## src/rtl/psc_pkg.sv

```systemverilog
package psc_pkg;

    typedef enum logic {
        ROT_LEFT  = 1'b0,
        ROT_RIGHT = 1'b1
    } rot_dir_e;

    localparam int MISS_BIT = 1;
    localparam int OOS_BIT  = 2;

    typedef struct packed {
        logic oos;
        logic miss;
    } lane_flags_t;

    typedef struct packed {
        logic clr_oos;
        logic clr_miss;
    } lane_clr_t;

endpackage

```

## src/rtl/psc_predictor.sv

```systemverilog
module psc_predictor
    import psc_pkg::*;
#(
    parameter int       DATA_W  = 12,
    parameter rot_dir_e ROT_DIR = ROT_LEFT
) (
    input  logic              clk,
    input  logic              rst,
    input  logic              valid,
    input  logic [DATA_W-1:0] data,
    input  logic              restart,
    output logic [DATA_W-1:0] expect_word,
    output logic              armed
);

    logic [DATA_W-1:0] prev_q;

    always_ff @(posedge clk) begin
        if (rst) begin
            prev_q <= '0;
            armed  <= 1'b0;
        end else begin
            if (valid) prev_q <= data;
            if (restart)    armed <= 1'b0;
            else if (valid) armed <= 1'b1;
        end
    end

    generate
        if (ROT_DIR == ROT_LEFT) begin : g_rotl
            assign expect_word = {prev_q[DATA_W-2:0], prev_q[DATA_W-1]};
        end else begin : g_rotr
            assign expect_word = {prev_q[0], prev_q[DATA_W-1:1]};
        end
    endgenerate

    // a register write forces the next valid word to reseed
    assert_restart_disarms_R3: assert property (@(posedge clk) disable iff (rst)
        restart |=> !armed);

    // idle cycles keep the predictor state
    assert_idle_holds_pred_R9: assert property (@(posedge clk) disable iff (rst)
        (!valid && !restart) |=> ($stable(prev_q) && $stable(armed)));

endmodule

```

## src/rtl/psc_lane.sv

```systemverilog
module psc_lane
    import psc_pkg::*;
#(
    parameter int       DATA_W  = 12,
    parameter rot_dir_e ROT_DIR = ROT_LEFT
) (
    input  logic              clk,
    input  logic              rst,
    input  logic              valid,
    input  logic [DATA_W-1:0] data,
    input  logic              wr_sel,
    input  lane_clr_t         clr,
    output lane_flags_t       flags
);

    logic [DATA_W-1:0] expect_word;
    logic              armed;
    logic              locked_q;
    logic              compare_en;
    logic              hit;
    logic              miss;

    psc_predictor #(
        .DATA_W (DATA_W),
        .ROT_DIR(ROT_DIR)
    ) u_pred (
        .clk        (clk),
        .rst        (rst),
        .valid      (valid),
        .data       (data),
        .restart    (wr_sel),
        .expect_word(expect_word),
        .armed      (armed)
    );

    assign compare_en = valid && armed;
    assign hit        = compare_en && (data == expect_word);
    assign miss       = compare_en && (data != expect_word);

    always_ff @(posedge clk) begin
        if (rst) begin
            locked_q   <= 1'b0;
            flags.miss <= 1'b0;
            flags.oos  <= 1'b0;
        end else begin
            if (wr_sel)   locked_q <= 1'b0;
            else if (hit) locked_q <= 1'b1;
            flags.miss <= miss | (flags.miss & ~(wr_sel & clr.clr_miss));
            flags.oos  <= (miss & ~locked_q) | (flags.oos & ~(wr_sel & clr.clr_oos));
        end
    end

    // a mismatch is recorded in the following cycle
    assert_miss_sets_flag_R2: assert property (@(posedge clk) disable iff (rst)
        miss |=> flags.miss);

    // a mismatch before lock marks the lane out of sync
    assert_unlocked_miss_oos_R4: assert property (@(posedge clk) disable iff (rst)
        (miss && !locked_q) |=> flags.oos);

    // a seeding word never raises the mismatch flag
    assert_seed_not_flagged_R3: assert property (@(posedge clk) disable iff (rst)
        (valid && !armed && !flags.miss) |=> !flags.miss);

    // a clear with no competing set takes effect
    assert_clear_works_R5: assert property (@(posedge clk) disable iff (rst)
        (wr_sel && clr.clr_miss && !miss) |=> !flags.miss);

    // set flags persist when not cleared
    assert_sticky_R5: assert property (@(posedge clk) disable iff (rst)
        (flags.miss && !(wr_sel && clr.clr_miss)) |=> flags.miss);

    // set beats clear in the same cycle
    assert_set_wins_R6: assert property (@(posedge clk) disable iff (rst)
        (wr_sel && clr.clr_miss && miss) |=> flags.miss);

    // an idle cycle with no write leaves the flags alone
    assert_idle_flags_R9: assert property (@(posedge clk) disable iff (rst)
        (!valid && !wr_sel) |=> $stable(flags));

endmodule

```

## config.mk

```make
export PLATFORM = sky130hd
export DESIGN_NAME = psc_lane
export DESIGN_NICKNAME = d
export VERILOG_FILES = /design/src/rtl/psc_pkg.sv /design/src/rtl/psc_predictor.sv /design/src/rtl/psc_lane.sv
export SDC_FILE = /design/constraint.sdc
export NUM_CORES = 1
export LEC_CHECK = 0
export BUFFER_PORTS_ARGS = -buffer_cell sky130_fd_sc_hd__buf_4
export CAP_MARGIN = 20
export CORE_MARGIN = 2
export CORE_UTILIZATION = 40
export DETAILED_ROUTE_END_ITERATION = 10
export PLACE_DENSITY_LB_ADDON = 0.25
export SLEW_MARGIN = 20
export SYNTH_ARGS = -nofsm -noshare
export SYNTH_HDL_FRONTEND = slang
export SYNTH_HIERARCHICAL = 1
export SYNTH_SLANG_ARGS = --single-unit
```

## constraint.sdc

```tcl
create_clock -name clk -period 1.1 [get_ports clk]
set_clock_uncertainty 0.05 [all_clocks]
set_input_delay 0.165 -clock clk [delete_from_list [all_inputs] [get_ports clk]]
set_output_delay 0.165 -clock clk [all_outputs]
set_load 0.005 [all_outputs]
```

==> results.sh, run 1 <==
export IMPL_hp_class="in -> reg"
export IMPL_num_antenna_cells=0
export IMPL_placed_area_um2=902
export IMPL_gr_total_overflow=0
export IMPL_syn_to_final_growth_pct=27.9
export IMPL_min_from="wr_sel"
export IMPL_synth_seq_cells=16
export IMPL_ys_flop_type="dfxtp_1"
export IMPL_cp_end_kind="flip-flop"
export IMPL_relSlewSlack=0.866
export IMPL_wl_per_cell_um=11.5
export IMPL_syn_nets=93
export IMPL_period_needed_ns=1.12
export IMPL_min_to="u_pred/armed"
export IMPL_synth_common_cells="dfxtp_1, nor2_1, mux2i_1, xnor2_1, nand2_1"
export IMPL_crit_reg2reg_launch="u_pred/prev_q[3]"
export IMPL_synth_edf_count=0
export IMPL_post_place_ws_ns=-0.0234
export IMPL_drt_iter0_drc=1
export IMPL_drcViolationCount=0
export IMPL_stdcell_area_um2=952
export IMPL_crit_arrival_ns=1.30
export IMPL_worst_setup_path_type="reg -> reg"
export IMPL_p_leak_uw=0.000406
export IMPL_cts_sinks=16
export IMPL_die_area_um2=2220
export IMPL_final_layout_size_suffix_gt1_frac=0.313
export IMPL_instances_no_fill=121
export IMPL_multi_input_area_um2=399
export IMPL_worstMarginPinSlew_ns=0.200
export IMPL_via_count=566
export IMPL_status="finished, violations left"
export IMPL_use_met2=0.225
export IMPL_clock_path_buffers=2
export IMPL_grt_max_degree=19
export IMPL_cts_root_buf="clkbuf_4"
export IMPL_htreeDepth=1
export IMPL_setup_worst_path_start_class="flip-flop"
export IMPL_crit_required_ns=1.29
export IMPL_fin_crit_sh=1.01
export IMPL_synth_top_cell_area_share=0.430
export IMPL_core_um2=1750
export IMPL_yosysSeqAreaShare=0.430
export IMPL_initial_core_util=0.427
export IMPL_wirelength_mm=1.39
export IMPL_cts_tree="done"
export IMPL_final_hold_viol_count=0
export IMPL_drtAntennaViolNets=0
export IMPL_cts_setup_buffers=0
export IMPL_syn_avg_cell_area_um2=9.93
export IMPL_fmax_mhz=896
export IMPL_vias_per_cell=4.68
export IMPL_antenna_found_initial=0
export IMPL_routabilityCongestion=0.769
export IMPL_slew_viol_final=0
export IMPL_first_global_vias=530
export IMPL_grt_pass1_wl_mm=2.27
export IMPL_place_inst=117
export IMPL_cp_max_fo=3
export IMPL_dp_hpwl_mm=1.08
export IMPL_cts_buffers=3
export IMPL_clock_latency_ns=0.28
export IMPL_netlist_area_um2=744
export IMPL_fillerInstances=175
export IMPL_synth_cell_type_count=16
export IMPL_io_pins=20
export IMPL_core_rowCount=15
export IMPL_final_core_util=0.546
export IMPL_post_synth_top_area_cell="dfxtp_1"
export IMPL_violations="setup timing"
export IMPL_grt_use_total=0.145
export IMPL_cap_violations=0
export IMPL_path_clk_slew_ns=0.10
export IMPL_syn_inst=75
export IMPL_rr_worst_depth=4
export IMPL_hold_depth=2
export IMPL_setup_viol_count_final=1
export IMPL_fin_tns_setup_ns=-0.0160
export IMPL_fin_ws_ns=-0.0160
export IMPL_top_usage_layer="met2"
export IMPL_grt_setup_unrepaired="true"
export IMPL_port_buffer_count=19
export IMPL_met1_usage=0.195
export IMPL_die_h_um=47.1
export IMPL_r2r_end="locked_q"
export IMPL_synth_area_top_cells="dfxtp_1, mux2i_1, xnor2_1"
export IMPL_yosysWarningCount=6
export IMPL_peakVddDrop_v=0.000722
export IMPL_seqCellArea_um2=323
export IMPL_yosysMostFrequentCell="dfxtp_1"
export IMPL_die_w_um=47.1
export IMPL_p_per_area_nw_per_um2=1280
export IMPL_async_flop_share=0
export IMPL_nets=115
export IMPL_firstDrtPassIters=3
export IMPL_use_met3=0.0269
export IMPL_r2r_slack_ns=-0.02
==> logic make-up (layout without fill, tap and decap cells) <==
family,count (synthesis),count (layout),share of synthesized area
AOI/OAI and AO/OA,5,5,0.0571
xor gates and xnor gates,12,12,0.141
buffers and inverters,3,24,0.0487
DFF,16,16,0.430
muxes,12,12,0.161
and+or+nand+nor,27,27,0.161
==> critical path: stages (launching register included) <==
cell	delay, ns
dfxtp_2	0.35
xnor2_2	0.16
nand4_1	0.18
nor4_2	0.18
a22o_1	0.16
==> routing by layer <==
layer | vias up | part of all wire
li1 | 297 | -
met1 | 255 | 0.47
met2 | 12 | 0.48
met3 | 2 | 0.048
met4 | 0 | 0.0057
met5 | - | 0
==> final cells by class <==
class,count,area share
sequential,16,0.339
tap,25,0.0329
multi-input combinational,56,0.419
clock buffer,4,0.0381
timing repair buffer,20,0.171
==> where the power goes <==
group	internal (uW)	leakage, uW	switching, uW
logic	119	0.000253	85.1
clock network	201	0.0000210	184
registers	612	0.000132	21.5
total	931	0.000406	291
==> sequential cells by signal, indices dropped and copies added (netlist names) <==
| signal | flops |
|---|---|
| u_pred/prev_q | 12 |
| locked_q | 1 |
| flags | 2 |
| u_pred/armed | 1 |
==> repair_timing <==
action / 4_1_cts / 5_1_grt
pin swaps: 0 / 2
hold buffers: 0 / 0
gates cloned: 0 / 0
setup endpoints to repair: 2 / 3
resized for setup: 2 / 2
==> stage by stage <==
| step | power (uW) | hold slack, ns |
|---|---|---|
| floorplan | 762 | 0.181 |
| global placement | 843 | 0.337 |
| detailed placement | 847 | 0.335 |
| CTS | 1230 | 0.0290 |
| global route | 1280 | 0.0334 |
| finish | 1220 | 0.0389 |
==> worst max path at each step <==
stage,from,to,slack (ns),depth (start not counted)
4_1_cts,u_pred/prev_q[3],flags[0],-0.009,4
5_1_grt,u_pred/prev_q[3],locked_q,-0.12,4
3_3_place_gp,u_pred/prev_q[3],flags[0],0.004,4
6_report,u_pred/prev_q[3],locked_q,-0.02,4
3_5_place_dp,u_pred/prev_q[3],flags[0],-0.02,4
2_1_floorplan,u_pred/prev_q[1],flags[0],0.10,4
==> cell usage in the layout (no fill, tap or decap), drive strengths merged <==
cell type,instances
clkbuf,4
a22o,1
nand2,6
buf,20
a21oi,1
dfxtp,16
o21ai,1
a2bb2oi,1
a221oi,1
nand4,3
xnor2,12
nor2,15
nor3,2
mux2i,12
nor4,1
Note: power is estimated with default switching activity, not from simulation.
==> run 2: changes to the inputs <==
--- a/config.mk
+++ b/config.mk
@@ -5,12 +5,14 @@
 export SDC_FILE = /design/constraint.sdc
 export NUM_CORES = 1
 export LEC_CHECK = 0
+export ABC_AREA = 1
 export BUFFER_PORTS_ARGS = -buffer_cell sky130_fd_sc_hd__buf_4
 export CAP_MARGIN = 20
 export CORE_MARGIN = 2
 export CORE_UTILIZATION = 40
 export DETAILED_ROUTE_END_ITERATION = 10
 export PLACE_DENSITY_LB_ADDON = 0.25
+export SKIP_CTS_REPAIR_TIMING = 1
 export SLEW_MARGIN = 20
 export SYNTH_ARGS = -nofsm -noshare
 export SYNTH_HDL_FRONTEND = slang
==> run 2 against run 1 <==
The flow now finishes without violations; clock power rose by 1%; utilization is 1.9 points lower; total power increased by 4.3%; critical path type unchanged; largest cell class unchanged.
==> results.sh, run 2 <==
export IMPL_cts_root_buf="clkbuf_4"
export IMPL_vias_per_cell=4.08
export IMPL_cts_sinks=16
export IMPL_setup_worst_path_start_class="flip-flop"
export IMPL_syn_avg_cell_area_um2=5.97
export IMPL_top_regs="u_pred/prev_q x12, flags x2"
export IMPL_num_antenna_cells=0
export IMPL_via_count=816
export IMPL_met1_usage=0.183
export IMPL_first_global_vias=683
export IMPL_grt_use_total=0.140
export IMPL_startpoint="u_pred/prev_q[2]"
export IMPL_netlist_area_um2=890
export IMPL_synth_xor_area_frac=0.0394
export IMPL_ys_flop_type="dfxtp_1"
export IMPL_final_core_util=0.527
export IMPL_crit_required_ns=1.24
export IMPL_cp_max_fo=2
export IMPL_muxShareOfSynthArea=0
export IMPL_yosysSeqAreaShare=0.360
export IMPL_async_flop_share=0
export IMPL_drtAntennaViolNets=0
export IMPL_fmax_mhz=921
export IMPL_wirelength_mm=1.66
export IMPL_setup_viol_count_final=0
export IMPL_initial_core_util=0.414
export IMPL_synth_compound_area_frac=0.0352
export IMPL_synth_area_top_cells="dfxtp_1, nand2_1, inv_1"
export IMPL_gr_total_overflow=0
export IMPL_final_hold_viol_count=0
export IMPL_die_area_um2=2620
export IMPL_synth_seq_cells=16
export IMPL_fin_tns_setup_ns=0
export IMPL_port_buffer_count=19
export IMPL_final_common_cell="nand2_1"
export IMPL_synth_top_family_by_area="simple AND/OR/NAND/NOR gates"
export IMPL_grt_max_degree=21
export IMPL_drcViolationCount=0
export IMPL_cp_end_kind="flip-flop"
export IMPL_use_met2=0.214
export IMPL_regMostFlops="u_pred/prev_q"
export IMPL_post_synth_top_area_cell="dfxtp_1"
export IMPL_grt_pass1_wl_mm=2.70
export IMPL_synth_top_cell_area_share=0.360
export IMPL_clock_latency_ns=0.28
export IMPL_htreeDepth=1
export IMPL_synth_cell_type_count=14
export IMPL_hp_class="in -> reg"
export IMPL_cts_buffers=3
export IMPL_nets=191
export IMPL_use_met3=0.0263
export IMPL_crit_arrival_ns=1.23
export IMPL_slew_viol_final=0
export IMPL_core_rowCount=17
export IMPL_fin_crit_sh=0.987
export IMPL_routabilityCongestion=0.744
export IMPL_syn_inst=149
export IMPL_grt_setup_unrepaired="true"
export IMPL_dp_hpwl_mm=1.23
export IMPL_synth_edf_count=0
export IMPL_die_h_um=51.2
export IMPL_period_needed_ns=1.09
export IMPL_fillerInstances=235
export IMPL_final_layout_size_suffix_gt1_frac=0.262
export IMPL_post_place_ws_ns=-0.00377
export IMPL_core_um2=2150
export IMPL_yosys_area_share_adder=0
export IMPL_worstMarginPinSlew_ns=0.196
export IMPL_synth_common_cells="nand2_1, inv_1, nor2_1, dfxtp_1, xnor2_1"
export IMPL_relSlewSlack=0.869
export IMPL_peakVddDrop_v=0.000524
export IMPL_wl_per_cell_um=8.28
export IMPL_crit_reg2reg_launch="u_pred/prev_q[2]"
export IMPL_die_w_um=51.2
export IMPL_antenna_found_initial=0
export IMPL_r2r_slack_ns=0.01
export IMPL_worst_setup_path_type="reg -> reg"
export IMPL_path_clk_slew_ns=0.10
export IMPL_layout_cells_most_common_list="nand2_1, inv_1, nor2_1"
export IMPL_syn_to_final_growth_pct=27.1
export IMPL_p_leak_uw=0.000631
export IMPL_synth_simple_area_share=0.388
export IMPL_fin_ws_ns=0.0143
export IMPL_top_usage_layer="met2"
export IMPL_clock_path_buffers=2
export IMPL_p_per_area_nw_per_um2=1130
export IMPL_cap_violations=0
export IMPL_largest_reg_flops=12
export IMPL_drt_iter0_drc=16
export IMPL_yosysMostFrequentCell="nand2_1"
export IMPL_crit_path_end="flags[1]"
export IMPL_status="complete, no violations"
export IMPL_r2r_end="flags[1]"
export IMPL_syn_nets=167
export IMPL_yosysWarningCount=6
export IMPL_io_pins=20
export IMPL_rr_worst_depth=6
export IMPL_firstDrtPassIters=4
export IMPL_cts_tree="done"
[run 2: changes by cell type in the layout (fill, tap and decap cells not counted), sizes merged, moves of 2 or more]
cell / change
a21oi: +2
buf: +2
inv: +30
mux2i: -12
nand2: +51
nand3: +2
nand4: -2
nor2: +14
nor3: -2
xnor2: -8
[run 2: cell families (layout without fill, tap and decap cells)]
logic type                count (synthesis)  after routing
and+or+nand+nor                          90             90
buffers and inverters                    34             57
DFF                                      16             16
AOI/OAI and AO/OA                         5              5
xor gates and xnor gates                  4              4
[run 2: power breakdown]
part           switching (uW)  leakage [uW]  internal (uW)
Clock                     190     0.0000210            201
Sequential               24.2      0.000135            619
Combinational             120      0.000475            121
[run 2: area by class of cell]
type                    count  area [um2]  area share
multi-input cells          99         440       0.389
flip-flops and latches     16         332       0.293
inverters                  30         113      0.0996
well taps                  28        35.0      0.0310
clock buffers               4        36.3      0.0321
repair buffers             23         175       0.155
[run 2: worst max-delay path, stage by stage, from the launching register on]
cell     delay (ns)
dfxtp_2        0.33
xnor2_1        0.13
nand2_1        0.08
nor2_2         0.15
nand3_2        0.11
nand3_2        0.09
a21oi_2        0.05
[run 2: metal layers]
layer  up-vias  wire, um  part of all wire
li1        469         -                 -
met1       333       800              0.48
met2        12       771              0.47
met3         2        69             0.042
met4         0        14            0.0085
met5         -         0                 0
[run 2: stage by stage]
step,hold WS [ns],power (uW),instance area [um2],std cells
2_1_floorplan,0.184,797,890,149
3_3_place_gp,0.310,873,1040,195
3_5_place_dp,0.312,879,1040,195
4_1_cts,-0.0123,1280,1080,199
5_1_grt,0.0813,1350,1130,200
6_report,0.0845,1270,1130,200
[run 2: how the worst min path moves through the flow]
stage,end,slack [ns],from,depth (start not counted)
detailed placement,flags[0],0.31,rst,2
CTS,flags[0],-0.01,rst,2
global placement,flags[0],0.31,rst,2
finish,u_pred/armed,0.08,wr_sel,3
global route,locked_q,0.08,wr_sel,3
floorplan,flags[0],0.18,rst,1
